**src/rtl/cfg_emu_pkg.sv**
```systemverilog
// Shared types for the emulated configuration responder.
// Assumes a single clock domain; no state lives here.
package cfg_emu_pkg;

    // Identifies which constant header table serves a request.
    typedef enum logic [2:0] {
        FN_NONE   = 3'd0,
        FN_HOST   = 3'd1,
        FN_GFX    = 3'd2,
        FN_CRYPTO = 3'd3,
        FN_BRIDGE = 3'd4,
        FN_USB    = 3'd5
    } fn_id_e;

endpackage

```
**src/rtl/cfg_emu_decode.sv**
```systemverilog
// Decides whether a request targets an emulated slot and which table
// serves it. Purely combinational; assumes devfn = device*8 + function.
module cfg_emu_decode
    import cfg_emu_pkg::*;
#(
    parameter int BUS_W   = 8,
    parameter int DEVFN_W = 8,
    parameter int DEV_A   = 1,
    parameter int DEV_B   = 15
) (
    input  logic [BUS_W-1:0]   bus,
    input  logic [DEVFN_W-1:0] devfn,
    input  logic               variant,
    output logic               emu_hit,
    output fn_id_e             fn_id
);
    localparam int DEV_W = DEVFN_W - 3;
    localparam logic [DEVFN_W-1:0] DF_HOST   = DEVFN_W'(DEV_A * 8 + 0);
    localparam logic [DEVFN_W-1:0] DF_GFX    = DEVFN_W'(DEV_A * 8 + 1);
    localparam logic [DEVFN_W-1:0] DF_CRYPTO = DEVFN_W'(DEV_A * 8 + 2);
    localparam logic [DEVFN_W-1:0] DF_BRIDGE = DEVFN_W'(DEV_B * 8 + 0);
    localparam logic [DEVFN_W-1:0] DF_USB    = DEVFN_W'(DEV_B * 8 + 4);

    // Slot match: bus zero and one of the two emulated device numbers.
    always_comb begin
        emu_hit = (bus == '0) &&
                  ((devfn[DEVFN_W-1:3] == DEV_W'(DEV_A)) ||
                   (devfn[DEVFN_W-1:3] == DEV_W'(DEV_B)));
    end

    // Table pick: the crypto function is present only in variant B.
    always_comb begin
        if (devfn == DF_HOST)                  fn_id = FN_HOST;
        else if (devfn == DF_GFX)              fn_id = FN_GFX;
        else if (devfn == DF_CRYPTO && variant) fn_id = FN_CRYPTO;
        else if (devfn == DF_BRIDGE)           fn_id = FN_BRIDGE;
        else if (devfn == DF_USB)              fn_id = FN_USB;
        else                                   fn_id = FN_NONE;
    end
endmodule

```
**src/rtl/cfg_hdr_rom.sv**
```systemverilog
// Constant header tables. Each table holds mask dwords first, then the
// header data dwords. Words not listed read as zero. Combinational.
module cfg_hdr_rom
    import cfg_emu_pkg::*;
#(
    parameter int DATA_W = 32,
    parameter int IDX_W  = 6
) (
    input  fn_id_e             fn_id,
    input  logic               variant,
    input  logic [IDX_W-1:0]   idx,
    output logic [DATA_W-1:0]  word
);
    // Table lookup: nested selection by function, variant and dword index.
    always_comb begin
        word = '0;
        unique case (fn_id)
            FN_HOST: begin
                if (!variant) begin
                    case (idx)
                        IDX_W'(0):  word = DATA_W'(32'hFFFF_FFF1);
                        IDX_W'(8):  word = DATA_W'(32'h1100_1D0E);
                        IDX_W'(9):  word = DATA_W'(32'h0220_0006);
                        IDX_W'(10): word = DATA_W'(32'h0600_0010);
                        IDX_W'(12): word = DATA_W'(32'h0000_C001);
                        IDX_W'(19): word = DATA_W'(32'h1100_1D0E);
                        default:    word = '0;
                    endcase
                end else begin
                    case (idx)
                        IDX_W'(8):  word = DATA_W'(32'h1200_1D0E);
                        IDX_W'(9):  word = DATA_W'(32'h0220_0006);
                        IDX_W'(10): word = DATA_W'(32'h0600_0010);
                        IDX_W'(19): word = DATA_W'(32'h1200_1D0E);
                        default:    word = '0;
                    endcase
                end
            end
            FN_GFX: begin
                if (!variant) begin
                    case (idx)
                        IDX_W'(0):  word = DATA_W'(32'hFF80_0008);
                        IDX_W'(1), IDX_W'(2), IDX_W'(3):
                                    word = DATA_W'(32'hFFFF_C000);
                        IDX_W'(8):  word = DATA_W'(32'h2100_1D0E);
                        IDX_W'(9):  word = DATA_W'(32'h0220_0003);
                        IDX_W'(10): word = DATA_W'(32'h0300_0000);
                        IDX_W'(12): word = DATA_W'(32'hFD00_0000);
                        IDX_W'(13): word = DATA_W'(32'hFE00_0000);
                        IDX_W'(14): word = DATA_W'(32'hFE00_4000);
                        IDX_W'(15): word = DATA_W'(32'hFE00_8000);
                        default:    word = '0;
                    endcase
                end else begin
                    case (idx)
                        IDX_W'(0):  word = DATA_W'(32'hFF00_0008);
                        IDX_W'(1), IDX_W'(2), IDX_W'(3), IDX_W'(4):
                                    word = DATA_W'(32'hFFFF_C000);
                        IDX_W'(8):  word = DATA_W'(32'h2200_1D0E);
                        IDX_W'(9):  word = DATA_W'(32'h0220_0003);
                        IDX_W'(10): word = DATA_W'(32'h0300_0000);
                        IDX_W'(12): word = DATA_W'(32'hFD00_0000);
                        IDX_W'(13): word = DATA_W'(32'hFE00_0000);
                        IDX_W'(14): word = DATA_W'(32'hFE00_4000);
                        IDX_W'(15): word = DATA_W'(32'hFE00_8000);
                        IDX_W'(16): word = DATA_W'(32'hFE00_C000);
                        IDX_W'(23): word = DATA_W'(32'h0000_010E);
                        default:    word = '0;
                    endcase
                end
            end
            FN_CRYPTO: begin
                case (idx)
                    IDX_W'(0):  word = DATA_W'(32'hFFFF_C000);
                    IDX_W'(8):  word = DATA_W'(32'h2300_1D0E);
                    IDX_W'(9):  word = DATA_W'(32'h02A0_0006);
                    IDX_W'(10): word = DATA_W'(32'h1010_0000);
                    IDX_W'(12): word = DATA_W'(32'hFE01_0000);
                    default:    word = '0;
                endcase
            end
            FN_BRIDGE: begin
                case (idx)
                    IDX_W'(0):  word = DATA_W'(32'hFFFF_FFF9);
                    IDX_W'(1):  word = DATA_W'(32'hFFFF_FF01);
                    IDX_W'(8):  word = DATA_W'(32'h3100_1D0E);
                    IDX_W'(9):  word = DATA_W'(32'h02A0_0049);
                    IDX_W'(10): word = DATA_W'(32'h0601_0003);
                    IDX_W'(12): word = DATA_W'(32'h0000_18B1);
                    IDX_W'(13): word = DATA_W'(32'h0000_1001);
                    IDX_W'(31): word = DATA_W'(32'h0000_AA5B);
                    default:    word = '0;
                endcase
            end
            FN_USB: begin
                case (idx)
                    IDX_W'(0):  word = DATA_W'(32'hFFFF_F000);
                    IDX_W'(8):  word = DATA_W'(32'h3400_1D0E);
                    IDX_W'(9):  word = DATA_W'(32'h0230_0006);
                    IDX_W'(10): word = DATA_W'(32'h0C03_1002);
                    IDX_W'(12): word = DATA_W'(32'hFE01_A000);
                    IDX_W'(21): word = DATA_W'(32'h0000_0040);
                    IDX_W'(24): word = DATA_W'(32'hC802_0001);
                    default:    word = '0;
                endcase
            end
            default: word = '0;
        endcase
    end
endmodule

```
**src/rtl/cfg_lane_select.sv**
```systemverilog
// Aligns the addressed byte to bit 0 and keeps only the requested width.
// Bytes beyond the end of the dword come back as zero. Combinational.
module cfg_lane_select #(
    parameter int DATA_W = 32,
    parameter int SIZE_W = 3
) (
    input  logic [DATA_W-1:0] word,
    input  logic [1:0]        byte_sel,
    input  logic [SIZE_W-1:0] size,
    output logic [DATA_W-1:0] lane
);
    logic [DATA_W-1:0] shifted;
    logic [DATA_W-1:0] keep;

    // Shift the addressed byte down to lane 0.
    always_comb shifted = word >> {byte_sel, 3'b000};

    // Width mask from the access size; unknown sizes keep everything.
    always_comb begin
        case (size)
            SIZE_W'(1): keep = DATA_W'({8{1'b1}});
            SIZE_W'(2): keep = DATA_W'({16{1'b1}});
            default:    keep = '1;
        endcase
    end

    // Final lane data.
    always_comb lane = shifted & keep;
endmodule

```
**src/rtl/cfg_emu_responder.sv**
```systemverilog
// Top of the emulated configuration responder. Serves reads for bus 0,
// devices DEV_A and DEV_B from constant tables, tracks the one-shot
// BAR size-probe flag, flags unexpected writes and forwards every other
// access to the pass-through port. The pass-through port is assumed to
// return read data combinationally in the request cycle.
module cfg_emu_responder
    import cfg_emu_pkg::*;
#(
    parameter int BUS_W      = 8,
    parameter int DEVFN_W    = 8,
    parameter int OFF_W      = 8,
    parameter int SIZE_W     = 3,
    parameter int DATA_W     = 32,
    parameter int DEV_A      = 1,
    parameter int DEV_B      = 15,
    parameter int MASK_WORDS = 8,
    parameter int HDR_BYTES  = 'h70,
    parameter int BAR_LO     = 'h10,
    parameter int BAR_HI     = 'h2C,
    parameter int CMD_OFF    = 'h04,
    parameter int CLS_OFF    = 'h0C,
    parameter int LAT_OFF    = 'h0D,
    parameter int ROM_OFF    = 'h30,
    parameter int PM_OFF     = 'h44
) (
    input  logic               clk,
    input  logic               rst_n,
    input  logic               req_valid,
    input  logic               req_write,
    input  logic [BUS_W-1:0]   req_bus,
    input  logic [DEVFN_W-1:0] req_devfn,
    input  logic [OFF_W-1:0]   req_off,
    input  logic [SIZE_W-1:0]  req_size,
    input  logic [DATA_W-1:0]  req_wdata,
    input  logic               variant_sel,
    output logic               rsp_valid,
    output logic [DATA_W-1:0]  rsp_rdata,
    output logic               rsp_err,
    output logic               warn_pulse,
    output logic               fwd_valid,
    output logic               fwd_write,
    output logic [BUS_W-1:0]   fwd_bus,
    output logic [DEVFN_W-1:0] fwd_devfn,
    output logic [OFF_W-1:0]   fwd_off,
    output logic [SIZE_W-1:0]  fwd_size,
    output logic [DATA_W-1:0]  fwd_wdata,
    input  logic [DATA_W-1:0]  fwd_rdata
);
    localparam int TBL_WORDS = MASK_WORDS + HDR_BYTES / 4;
    localparam int IDX_W     = $clog2(TBL_WORDS + 1);

    logic              emu_hit;
    fn_id_e            fn_id;
    logic              probe_q;
    logic              bar_win;
    logic              quiet_off;
    logic              size_ok;
    logic              use_mask;
    logic [IDX_W-1:0]  norm_idx;
    logic [IDX_W-1:0]  probe_idx;
    logic [IDX_W-1:0]  rom_idx;
    logic [DATA_W-1:0] rom_word;
    logic [DATA_W-1:0] lane_word;
    logic [DATA_W-1:0] emu_rdata;
    logic              rd_req;
    logic              emu_wr;

    cfg_emu_decode #(
        .BUS_W(BUS_W), .DEVFN_W(DEVFN_W), .DEV_A(DEV_A), .DEV_B(DEV_B)
    ) u_decode (
        .bus(req_bus), .devfn(req_devfn), .variant(variant_sel),
        .emu_hit(emu_hit), .fn_id(fn_id)
    );

    // Offset classification: BAR window, quiet registers, legal size.
    always_comb begin
        bar_win   = (req_off >= OFF_W'(BAR_LO)) && (req_off < OFF_W'(BAR_HI));
        quiet_off = (req_off == OFF_W'(CMD_OFF)) || (req_off == OFF_W'(CLS_OFF)) ||
                    (req_off == OFF_W'(LAT_OFF)) || (req_off == OFF_W'(ROM_OFF)) ||
                    (req_off == OFF_W'(PM_OFF));
        size_ok   = (req_size == SIZE_W'(1)) || (req_size == SIZE_W'(2)) ||
                    (req_size == SIZE_W'(4));
        rd_req    = req_valid && !req_write;
        emu_wr    = req_valid && req_write && emu_hit;
    end

    // Table index: mask area while probing, otherwise past the mask area.
    always_comb begin
        use_mask  = probe_q && bar_win;
        norm_idx  = IDX_W'(MASK_WORDS) + IDX_W'(req_off >> 2);
        probe_idx = IDX_W'(req_off >> 2) - IDX_W'(BAR_LO / 4);
        rom_idx   = use_mask ? probe_idx : norm_idx;
    end

    cfg_hdr_rom #(.DATA_W(DATA_W), .IDX_W(IDX_W)) u_rom (
        .fn_id(fn_id), .variant(variant_sel), .idx(rom_idx), .word(rom_word)
    );

    cfg_lane_select #(.DATA_W(DATA_W), .SIZE_W(SIZE_W)) u_lane (
        .word(rom_word), .byte_sel(req_off[1:0]), .size(req_size), .lane(lane_word)
    );

    // Emulated read data with its precedence: size, range, presence.
    always_comb begin
        if (!size_ok)                          emu_rdata = '1;
        else if (req_off >= OFF_W'(HDR_BYTES)) emu_rdata = '0;
        else if (fn_id == FN_NONE)             emu_rdata = '1;
        else                                   emu_rdata = lane_word;
    end

    // Pass-through request: fields copied, valid only off the emulated slots.
    always_comb begin
        fwd_valid = req_valid && !emu_hit;
        fwd_write = req_write;
        fwd_bus   = req_bus;
        fwd_devfn = req_devfn;
        fwd_off   = req_off;
        fwd_size  = req_size;
        fwd_wdata = req_wdata;
    end

    // Probe flag: set by an all-ones BAR write, cleared by any emulated read.
    always_ff @(posedge clk) begin
        if (!rst_n) begin
            probe_q <= 1'b0;
        end else if (req_valid && emu_hit) begin
            if (req_write && bar_win && (req_wdata == '1)) probe_q <= 1'b1;
            else if (!req_write)                          probe_q <= 1'b0;
        end
    end

    // Response register: one cycle after every read request.
    always_ff @(posedge clk) begin
        if (!rst_n) begin
            rsp_valid <= 1'b0;
            rsp_rdata <= '0;
            rsp_err   <= 1'b0;
        end else begin
            rsp_valid <= rd_req;
            if (rd_req) begin
                rsp_rdata <= emu_hit ? emu_rdata : fwd_rdata;
                rsp_err   <= emu_hit && !size_ok;
            end
        end
    end

    // Warning pulse for emulated writes outside the BAR window and quiet set.
    always_ff @(posedge clk) begin
        if (!rst_n) warn_pulse <= 1'b0;
        else        warn_pulse <= emu_wr && !bar_win && !quiet_off;
    end
endmodule

```
**config.mk**
```make
export PLATFORM = sky130hd
export DESIGN_NAME = cfg_emu_responder
export DESIGN_NICKNAME = d
export VERILOG_FILES = /design/src/rtl/cfg_emu_pkg.sv /design/src/rtl/cfg_emu_decode.sv /design/src/rtl/cfg_hdr_rom.sv /design/src/rtl/cfg_lane_select.sv /design/src/rtl/cfg_emu_responder.sv
export SDC_FILE = /design/constraint.sdc
export NUM_CORES = 1
export LEC_CHECK = 0
export ABC_AREA = 1
export BUFFER_PORTS_ARGS = -buffer_cell sky130_fd_sc_hd__buf_4
export CORE_MARGIN = 2
export CORE_UTILIZATION = 40
export DETAILED_ROUTE_END_ITERATION = 6
export GPL_ROUTABILITY_DRIVEN = 0
export GPL_TIMING_DRIVEN = 0
export HOLD_SLACK_MARGIN = 0.05
export PLACE_DENSITY = 0.68
export SYNTH_ARGS = -nofsm -noshare
export SYNTH_HDL_FRONTEND = slang
export SYNTH_SLANG_ARGS = --single-unit
```
**constraint.sdc**
```tcl
create_clock -name clk -period 4.1 [get_ports clk]
set_clock_uncertainty 0.15 [all_clocks]
set_input_delay 0.41 -clock clk [delete_from_list [all_inputs] [get_ports clk]]
set_output_delay 0.41 -clock clk [all_outputs]
set_load 0.02 [all_outputs]
```
# ---- After elaboration in Yosys (flattened, before gate mapping)
# Memories as Yosys holds them, arrays and structs flattened.
# Cells that the tools add are included.
dict set report op_classes {
  n_bitwise 1
  reduce_logical 32
  shifts 1
  eq_ne 29
  n_addsub 2
  muxes 23
  n_lt_le_gt_ge 3
}
# op count
set op_table {}
lappend op_table {{case mux 32 bit (5 select lines)} 3}
lappend op_table {{2-to-1 mux 32 bit} 9}
lappend op_table {{case mux 32 bit (7 select lines)} 1}
lappend op_table {{case mux 29 bit (3 select lines)} 1}
lappend op_table {{case mux 32 bit (2 select lines)} 1}
lappend op_table {{== test 8 x 4 -> 1 bit (second input constant)} 5}
lappend op_table {{bitwise AND 32 bit} 1}
lappend op_table {{== test 32 bit (second input constant)} 1}
lappend op_table {{right shift 32 x 5 -> 32 bit} 1}
lappend op_table {{== test 6 x 4 -> 1 bit (second input constant)} 4}
lappend op_table {{== test 8 x 7 -> 1 bit (second input constant)} 3}
lappend op_table {{== test 6 x 5 -> 1 bit (second input constant)} 3}
lappend op_table {{2-to-1 mux 3 bit} 5}
lappend op_table {{logical AND 1 bit} 14}
lappend op_table {{== test 3 x 2 -> 1 bit (second input constant)} 3}
lappend op_table {{== test 3 bit (second input constant)} 3}
lappend op_table {{== test 8 x 3 -> 1 bit (second input constant)} 1}
lappend op_table {{== test 8 x 6 -> 1 bit (second input constant)} 1}
lappend op_table {{greater-or-equal comparator 8 x 5 -> 1 bit (second input constant)} 1}
lappend op_table {{greater-or-equal comparator 8 x 7 -> 1 bit (second input constant)} 1}
lappend op_table {{zero test 8 bit} 1}
lappend op_table {{less-than comparator 8 x 6 -> 1 bit (second input constant)} 1}
lappend op_table {{logical OR 1 bit} 7}
lappend op_table {{adder 4 x 6 -> 6 bit (first input constant)} 1}
lappend op_table {{13 further kinds} 19}
dict set report word_totals {
  mem_bits_ro 2272
  n_memories 3
  regBits 36
  word_cells 99
}
# name depth width read_ports rd_ports_with_merged_regs write_ports line_no
set memory_table {}
lappend memory_table {{(no name shown)} 32 32 1 0 0 cfg_hdr_rom.sv:83} ;# case (idx)
lappend memory_table {{(no name shown)} 32 26 1 0 0 cfg_hdr_rom.sv:55} ;# case (idx)
lappend memory_table {{(no name shown)} 16 26 1 0 0 cfg_hdr_rom.sv:41} ;# case (idx)

# ---- Depth between registers and ports, before layout
# Gate-level depths: netlist of the first run.
dict set report depth {
  word_depth 15
  ltp_mapped 28
  mapped_depth_nobuf 27
}

# ---- Cells and area by module
# Synthesis of the first run repeated with hierarchy kept, for this count alone.
dict set report hier_totals {
  cells_unflattened 956
  hier_area_um2 5370.2
}
# mod area_each_um2 instances cells_each
set by_module_without_submodules {}
lappend by_module_without_submodules {cfg_emu_responder 2791.4 1 409}
lappend by_module_without_submodules {cfg_hdr_rom 1582.8 1 312}
lappend by_module_without_submodules {cfg_lane_select 822.0 1 196}
lappend by_module_without_submodules {cfg_emu_decode 173.9 1 39}

# ---- Least setup slack after synthesis of the first run
# No wires, ideal clock.
dict set report synth_path {
  kind {in2reg}
  from {input port req_off[4]}
  to {register rsp_rdata[12]}
  path_stages 26
  slack_ps 888
  t_arrival_ps 2930
  cell_sequence {inv_1 -> ha_1 -> nand2_1 -> nand2_1 -> nor2_4 -> nand3_4 -> nand2_1 -> nand2_1 -> buf_2 -> ha_1 -> nand2_1 -> inv_1 -> o21ai_2 -> inv_2 -> nand2_1 -> inv_1 -> nor2_1 -> nand4_1 -> nand3_1 -> nand2_1 -> nand2_1 -> nand2_1 -> nand2_1 -> nand2_1 -> nand2_1 -> a21oi_1}
}
dict set report synth_between {
  elab_chain_cells 15
  word_cells_on_any_way 37
}
# element line_no
set synth_rtl {}
lappend synth_rtl {{start: declaration} cfg_emu_responder.sv:32} ;# input logic [OFF_W-1:0] req_off,
lappend synth_rtl {{parallel branches: the longest is 12 deep, another holds memory (32 x 26 bit)} -}
lappend synth_rtl {{2-to-1 mux 32 bit (*)} cfg_emu_responder.sv:106} ;# else if (req_off >= OFF_W'(HDR_BYTES)) emu_rdata = '0;
lappend synth_rtl {{2-to-1 mux 32 bit (*)} cfg_emu_responder.sv:105} ;# if (!size_ok) emu_rdata = '1;
lappend synth_rtl {{2-to-1 mux 32 bit (*)} cfg_emu_responder.sv:141} ;# rsp_rdata <= emu_hit ? emu_rdata : fwd_rdata;
lappend synth_rtl {{end signal: assignment} cfg_emu_responder.sv:141}
lappend synth_rtl {{end: declaration} cfg_emu_responder.sv:37} ;# output logic [DATA_W-1:0] rsp_rdata,
# Every way passes the cells marked *.
# A chain may end at the register's enable or synchronous reset.

# ---- Final worst setup path of the first run
dict set report layout_path {
  from {input port req_off[3]}
  to {register rsp_rdata[5]}
}
# The elaborated chain is that of the path after synthesis.

==> results of run 1 <==
-- layout make-up --
class                   count  share of cell area
multi-input cells         712               0.496
well taps                 168              0.0309
clock inverters             3             0.00276
inverters                  81              0.0448
flip-flops and latches     36               0.106
plain buffers              94              0.0875
repair buffers            193               0.213
clock buffers               5              0.0184
-- per-layer routing --
layer / track usage / routed length (um)
met4: 0.0699 / 478
met3: 0.0445 / 2120
met5: 0 / 0
met1: 0.401 / 8000
met2: 0.496 / 9510
-- tightest hold or removal path: stages --
cell     delay [ps]
buf_4           130
o21ai_0          80
a21oi_1          50
-- sequential cells by signal, summed over array words and instances, names as in the netlist --
register	flops
warn_pulse	1
probe_q	1
rsp_rdata	32
rsp_err	1
rsp_valid	1
-- power groups by stage --
stage	Sequential, mW	Combinational (mW)	Clock, mW
floorplan	0.398	0.266	0
global placement	0.382	0.500	0
detailed placement	0.382	0.500	0
CTS	0.375	0.503	0.378
global route	0.376	0.552	0.399
finish	0.375	0.510	0.379
-- cells by family after synthesis --
kind of cell / count (synthesis) / share of synthesized area
buf+inv: 175 / 0.180
xor+xnor: 2 / 0.00353
compound gates: 131 / 0.141
flops: 36 / 0.145
fa+ha+maj: 18 / 0.0453
simple gates: 561 / 0.485
-- placed cells by master, fill, tap and decap left out, drive strengths merged, types with 2 or more instances in the layout --
cell | Yosys | layout
nand3b | 4 | 4
nand3 | 68 | 68
dfxtp | 36 | 36
inv | 80 | 80
a21oi | 69 | 69
clkinv | 1 | 4
nor3 | 10 | 10
o21a | 3 | 3
o21ai | 47 | 47
nor4 | 5 | 5
xor2 | 2 | 2
o2111ai | 2 | 2
nand2 | 331 | 331
nand4 | 31 | 31
a21boi | 2 | 2
ha | 18 | 18
o211ai | 5 | 5
nor2 | 111 | 111
buf | 68 | 260
clkbuf | 26 | 32
-- timing repair --
action | CTS | global route
gates resized for setup | 0 | 7
setup endpoints to repair | 0 | 17
setup buffers | 0 | 3
-- per-stage QoR --
step | TNS (ps) | power, mW
4_1_cts | 0 | 1.26
2_1_floorplan | 0 | 0.664
5_1_grt | -34.2 | 1.33
6_report | 0 | 1.26
3_3_place_gp | -662 | 0.882
3_5_place_dp | -521 | 0.882
-- worst max-delay path by stage --
stage,startpoint,end,slack (ps)
finish,req_off[3],rsp_rdata[5],170
global route,req_off[4],rsp_rdata[12],-30
CTS,req_off[3],rsp_rdata[5],130
detailed placement,req_off[3],rsp_rdata[5],-160
global placement,req_off[3],rsp_rdata[5],-180
floorplan,req_off[4],rsp_rdata[12],890
==> results.json, run 1 <==
{
  "synth_edf_count": 0,
  "finalSetupViolCount": 0,
  "antenna_left": 0,
  "initial_core_util": 0.412,
  "die_y_um": 115,
  "cp.arrival_ps": 3940,
  "hp-class": "in -> reg",
  "setup_slack_ps": 173,
  "yosysMostFrequentCell": "nand2_1",
  "cpMaxStageDelayCell": "ha_1",
  "synth-seq-cells": 36,
  "critPathCaptureType": "flip-flop",
  "multiInputGateArea_um2": 3370,
  "path_class": "in -> reg",
  "wl_per_cell_um": 15.6,
  "synth-async-reset-ratio": 0,
  "maxCapViolCount": 0,
  "fin_crit_sh": 0.958,
  "ir_worst_vdd_uv": 157,
  "r2r_setup_slack_ps": 600,
  "synth_area_leaders": "nand2_1, dfxtp_1, buf_4, nor2_1, a21oi_1",
  "die_area_um2": 13300,
  "leakage_nw": 3.57,
  "pin_count": 192,
  "cp_common_cell": "nand2_1",
  "clk_latency_ps": 280,
  "grt_pass1_wl_mm": 31.6,
  "synth_top_area_frac": 0.242,
  "fin_crit_ps": 3930,
  "antenna_found_initial": 0,
  "grt_overflow": 0,
  "drt_iter0_drc": 787,
  "yosysWarningCount": 0,
  "outcome": "finished with violations",
  "syn-cell-area_um2": 4970,
  "slew_headroom": 0.533,
  "p_seq_frac": 0.296,
  "postCtsHoldBufs": 0,
  "portBuffers": 190,
  "p_int_mw": 0.810,
  "ctsRootBufferMaster": "clkbuf_16",
  "pwr_density_cell_nw_per_um2": 186,
  "clock-sinks": 36,
  "hold_path_end": "rsp_rdata[31]",
  "netSwitchingPower_mw": 0.454,
  "pwr-share-comb": 0.404,
  "placed_cells": 1281,
  "final.fill_count": 1299,
  "hpwl_mm": 16.5,
  "yosysSeqAreaShare": 0.145,
  "path_buf_inv": 6,
  "layout.cells.non_filler": 1292,
  "startpoint_type": "input pin",
  "yosys.area.top_type": "nand2_1",
  "rr_endpoint": "rsp_rdata[5]",
  "final_util": 0.563,
  "netSwitchingFraction": 0.359,
  "fp-row-count": 40,
  "maxSlewViolCount": 0,
  "grt_usage": 0.296,
  "syn_to_final_growth_pct": 36.7,
  "htreeDepth": 2,
  "first_pass_iters": 7,
  "synth.avg_cell_area_um2": 5.38,
  "via_per_inst": 5.29,
  "p_clk_frac": 0.300,
  "whs_ps": 277,
  "yosys-top-cells-count": "nand2_1, nor2_1, inv_1",
  "hold_depth": 3,
  "drc": 1,
  "worst_pin_slew_ps": 696,
  "synthCells": 923,
  "vias": 6832,
  "grt_pass1_vias": 6384,
  "register_area_um2": 721,
  "fin_area_um2": 6790,
  "grt_max_degree": 13,
  "syn_nets": 1037,
  "slowest_delay_ps": 280,
  "cp_max_fo": 11,
  "critPathRequiredTime_ps": 4110,
  "fmax_mhz": 255,
  "dp_slack_ps": -158,
  "layout-drive-gt1-share": 0.269,
  "violations": "design-rule violations",
  "nets": 1237,
  "post_dp_cell_area_um2": 6610,
  "clk_pin_slew_ps": 60,
  "cts_tree": "yes",
  "core_area_um2": 12100,
  "cp_top_family": "simple AND/OR/NAND/NOR gates",
  "hp-start": "rst_n",
  "reg2reg_depth": 22,
  "synthDistinctLibCells": 36,
  "final_hold_viol_count": 0,
  "reg2reg_from": "probe_q",
  "numCtsBuffers": 5,
  "drt-total-wl_mm": 20.1,
  "yosys_most_used_dff": "dfxtp_1",
  "cts_buffer_depth": 2,
  "antenna_cells": 0,
  "die_w_um": 115,
  "cp_num_cells": 26
}
No activity file was read; power rests on OpenSTA's default activity.
==> run 2: changes to the inputs <==
Settings changed: REMOVE_ABC_BUFFERS from default to 1.
==> results.json, run 2 (synthesis gave the netlist of run 1 again) <==
{
  "rsz0062_at_grt": "false",
  "cp_max_fo": 19,
  "cts_setup_buffers": 0,
  "final_cell_mix": "nand2_1, buf_4, nor2_1",
  "nets": 1144,
  "cp.arrival_ps": 3750,
  "hpwl_mm": 13.8,
  "maxCapViolCount": 0,
  "grt_pass1_vias": 5786,
  "cts_buffer_depth": 2,
  "leakage_nw": 3.23,
  "antenna_left": 0,
  "die_area_um2": 13300,
  "pwr_density_cell_nw_per_um2": 201,
  "hp-class": "in -> reg",
  "ctsRootBufferMaster": "clkbuf_16",
  "critPathCaptureType": "flip-flop",
  "finalSetupViolCount": 0,
  "fin_area_um2": 6270,
  "maxSlewViolCount": 0,
  "wl_met3_mm": 1.59,
  "grt_usage": 0.257,
  "top_register": "rsp_rdata",
  "antenna_cells": 0,
  "htreeDepth": 2,
  "fin_crit_ps": 3780,
  "first_pass_iters": 6,
  "reg2reg_from": "probe_q",
  "path_class": "in -> reg",
  "core_area_um2": 12100,
  "layout-drive-gt1-share": 0.229,
  "netSwitchingFraction": 0.340,
  "outcome": "finished clean",
  "wl_met2_mm": 8.21,
  "reg2reg_depth": 20,
  "clk_latency_ps": 280,
  "clk_pin_slew_ps": 60,
  "netSwitchingPower_mw": 0.428,
  "drt_iter0_drc": 536,
  "layout_commonest_cell": "nand2_1",
  "p_clk_frac": 0.349,
  "startpoint_type": "input pin",
  "slew_headroom": 0.287,
  "top_layer_used": "met4",
  "clock-sinks": 36,
  "largest_reg_flops": 32,
  "die_w_um": 115,
  "placed_cells": 1190,
  "grt_max_degree": 63,
  "wl_per_cell_um": 14.5,
  "p_seq_frac": 0.296,
  "post_dp_cell_area_um2": 6060,
  "final_hold_viol_count": 0,
  "r2r_setup_slack_ps": 740,
  "fp-row-count": 40,
  "finalSetupTns_ps": 0,
  "worst_pin_slew_ps": 1070,
  "postCtsHoldBufs": 0,
  "drt-total-wl_mm": 17.4,
  "syn_to_final_growth_pct": 26.1,
  "rr_endpoint": "rsp_rdata[20]",
  "via_per_inst": 5.26,
  "antenna_found_initial": 0,
  "grt_pass1_wl_mm": 27.9,
  "cts_tree": "yes",
  "die_y_um": 115,
  "portBuffers": 191,
  "numCtsBuffers": 5,
  "crit_end": "rsp_rdata[20]",
  "initial_core_util": 0.412,
  "fin_crit_sh": 0.922,
  "p_int_mw": 0.832,
  "hp-start": "fwd_rdata[30]",
  "pin_count": 192,
  "grt_overflow": 0,
  "worstSetupStartpoint": "req_off[3]",
  "pwr-share-comb": 0.356,
  "critPathRequiredTime_ps": 4070,
  "vias": 6305,
  "drc": 0,
  "met1_length_mm": 7.13,
  "layout.cells.non_filler": 1199,
  "ir_worst_vdd_uv": 144,
  "fmax_mhz": 265
}
==> run 2: cell count changes in the layout (fill, tap and decap cells not counted), moves of 2 or more <==
| cell | delta |
|---|---|
| clkbuf_1 | -25 |
| buf_2 | -6 |
| buf_4 | -63 |
| o21ai_2 | +2 |
==> run 2: routing by layer <==
layer  track usage  vias up
met5             0        -
met4        0.0675        0
met3        0.0434       41
met2         0.433      338
met1         0.341     2788
li1              -     3138
==> run 2: final cells by class <==
| class | count | area [um2] |
|---|---|---|
| clock buffer | 5 | 125 |
| clock inverter | 3 | 42.5 |
| fill | 1332 | 5800 |
| inverter | 81 | 304 |
| multi-input combinational | 713 | 3400 |
| sequential | 36 | 721 |
| tap | 168 | 210 |
| timing repair buffer | 193 | 1470 |
==> run 2: metrics by stage <==
| stage | utilization | total power, mW | hold slack, ps | setup WS [ps] |
|---|---|---|---|---|
| after floorplan | - | 0.567 | 395 | -53.5 |
| final | 0.520 | 1.26 | 269 | 320 |
| after CTS | 0.517 | 1.26 | 267 | 136 |
| after global routing | 0.520 | 1.32 | 278 | 23.1 |
| after detailed placement | 0.503 | 0.822 | 306 | -506 |
| after global placement | 0.499 | 0.819 | 305 | -1990 |
==> run 2: how the worst min path moves through the flow <==
stage,to,cells past startpoint
after floorplan,rsp_err,2
after global placement,rsp_rdata[1],2
after detailed placement,rsp_rdata[26],2
after CTS,rsp_rdata[30],3
after global routing,rsp_rdata[30],3
final,rsp_rdata[30],3
==> run 2: worst max-delay path: stages <==
cell and delay [ps]:
buf_4 140, inv_1 210, ha_4 280, nand3_2 110
nand2_4 120, nand3_4 130, nand2_1 130, nand2_4 150
ha_1 290, nand2_1 70, inv_1 90, o21ai_2 290
inv_2 70, nand2_1 160, inv_1 70, nor2_1 180
nand4_1 230, nand2_1 110, nand2_1 80, nand2_1 60
nand2_1 50, nand2_1 70, nand2_1 60, nand2_1 90
a21oi_1 50
==> run 2: power groups by stage <==
stage	clock network [mW]	registers [mW]	logic [mW]
3_5_place_dp	0	0.380	0.442
2_1_floorplan	0	0.398	0.169
5_1_grt	0.458	0.374	0.490
4_1_cts	0.443	0.373	0.445
6_report	0.439	0.372	0.448
3_3_place_gp	0	0.380	0.439
==> run 2: repair_timing <==
action / in CTS / in global routing
resized for setup: 3 / 5
gates cloned: 0 / 1
pin swaps: 0 / 1
endpoints found under the setup margin: 29 / 32
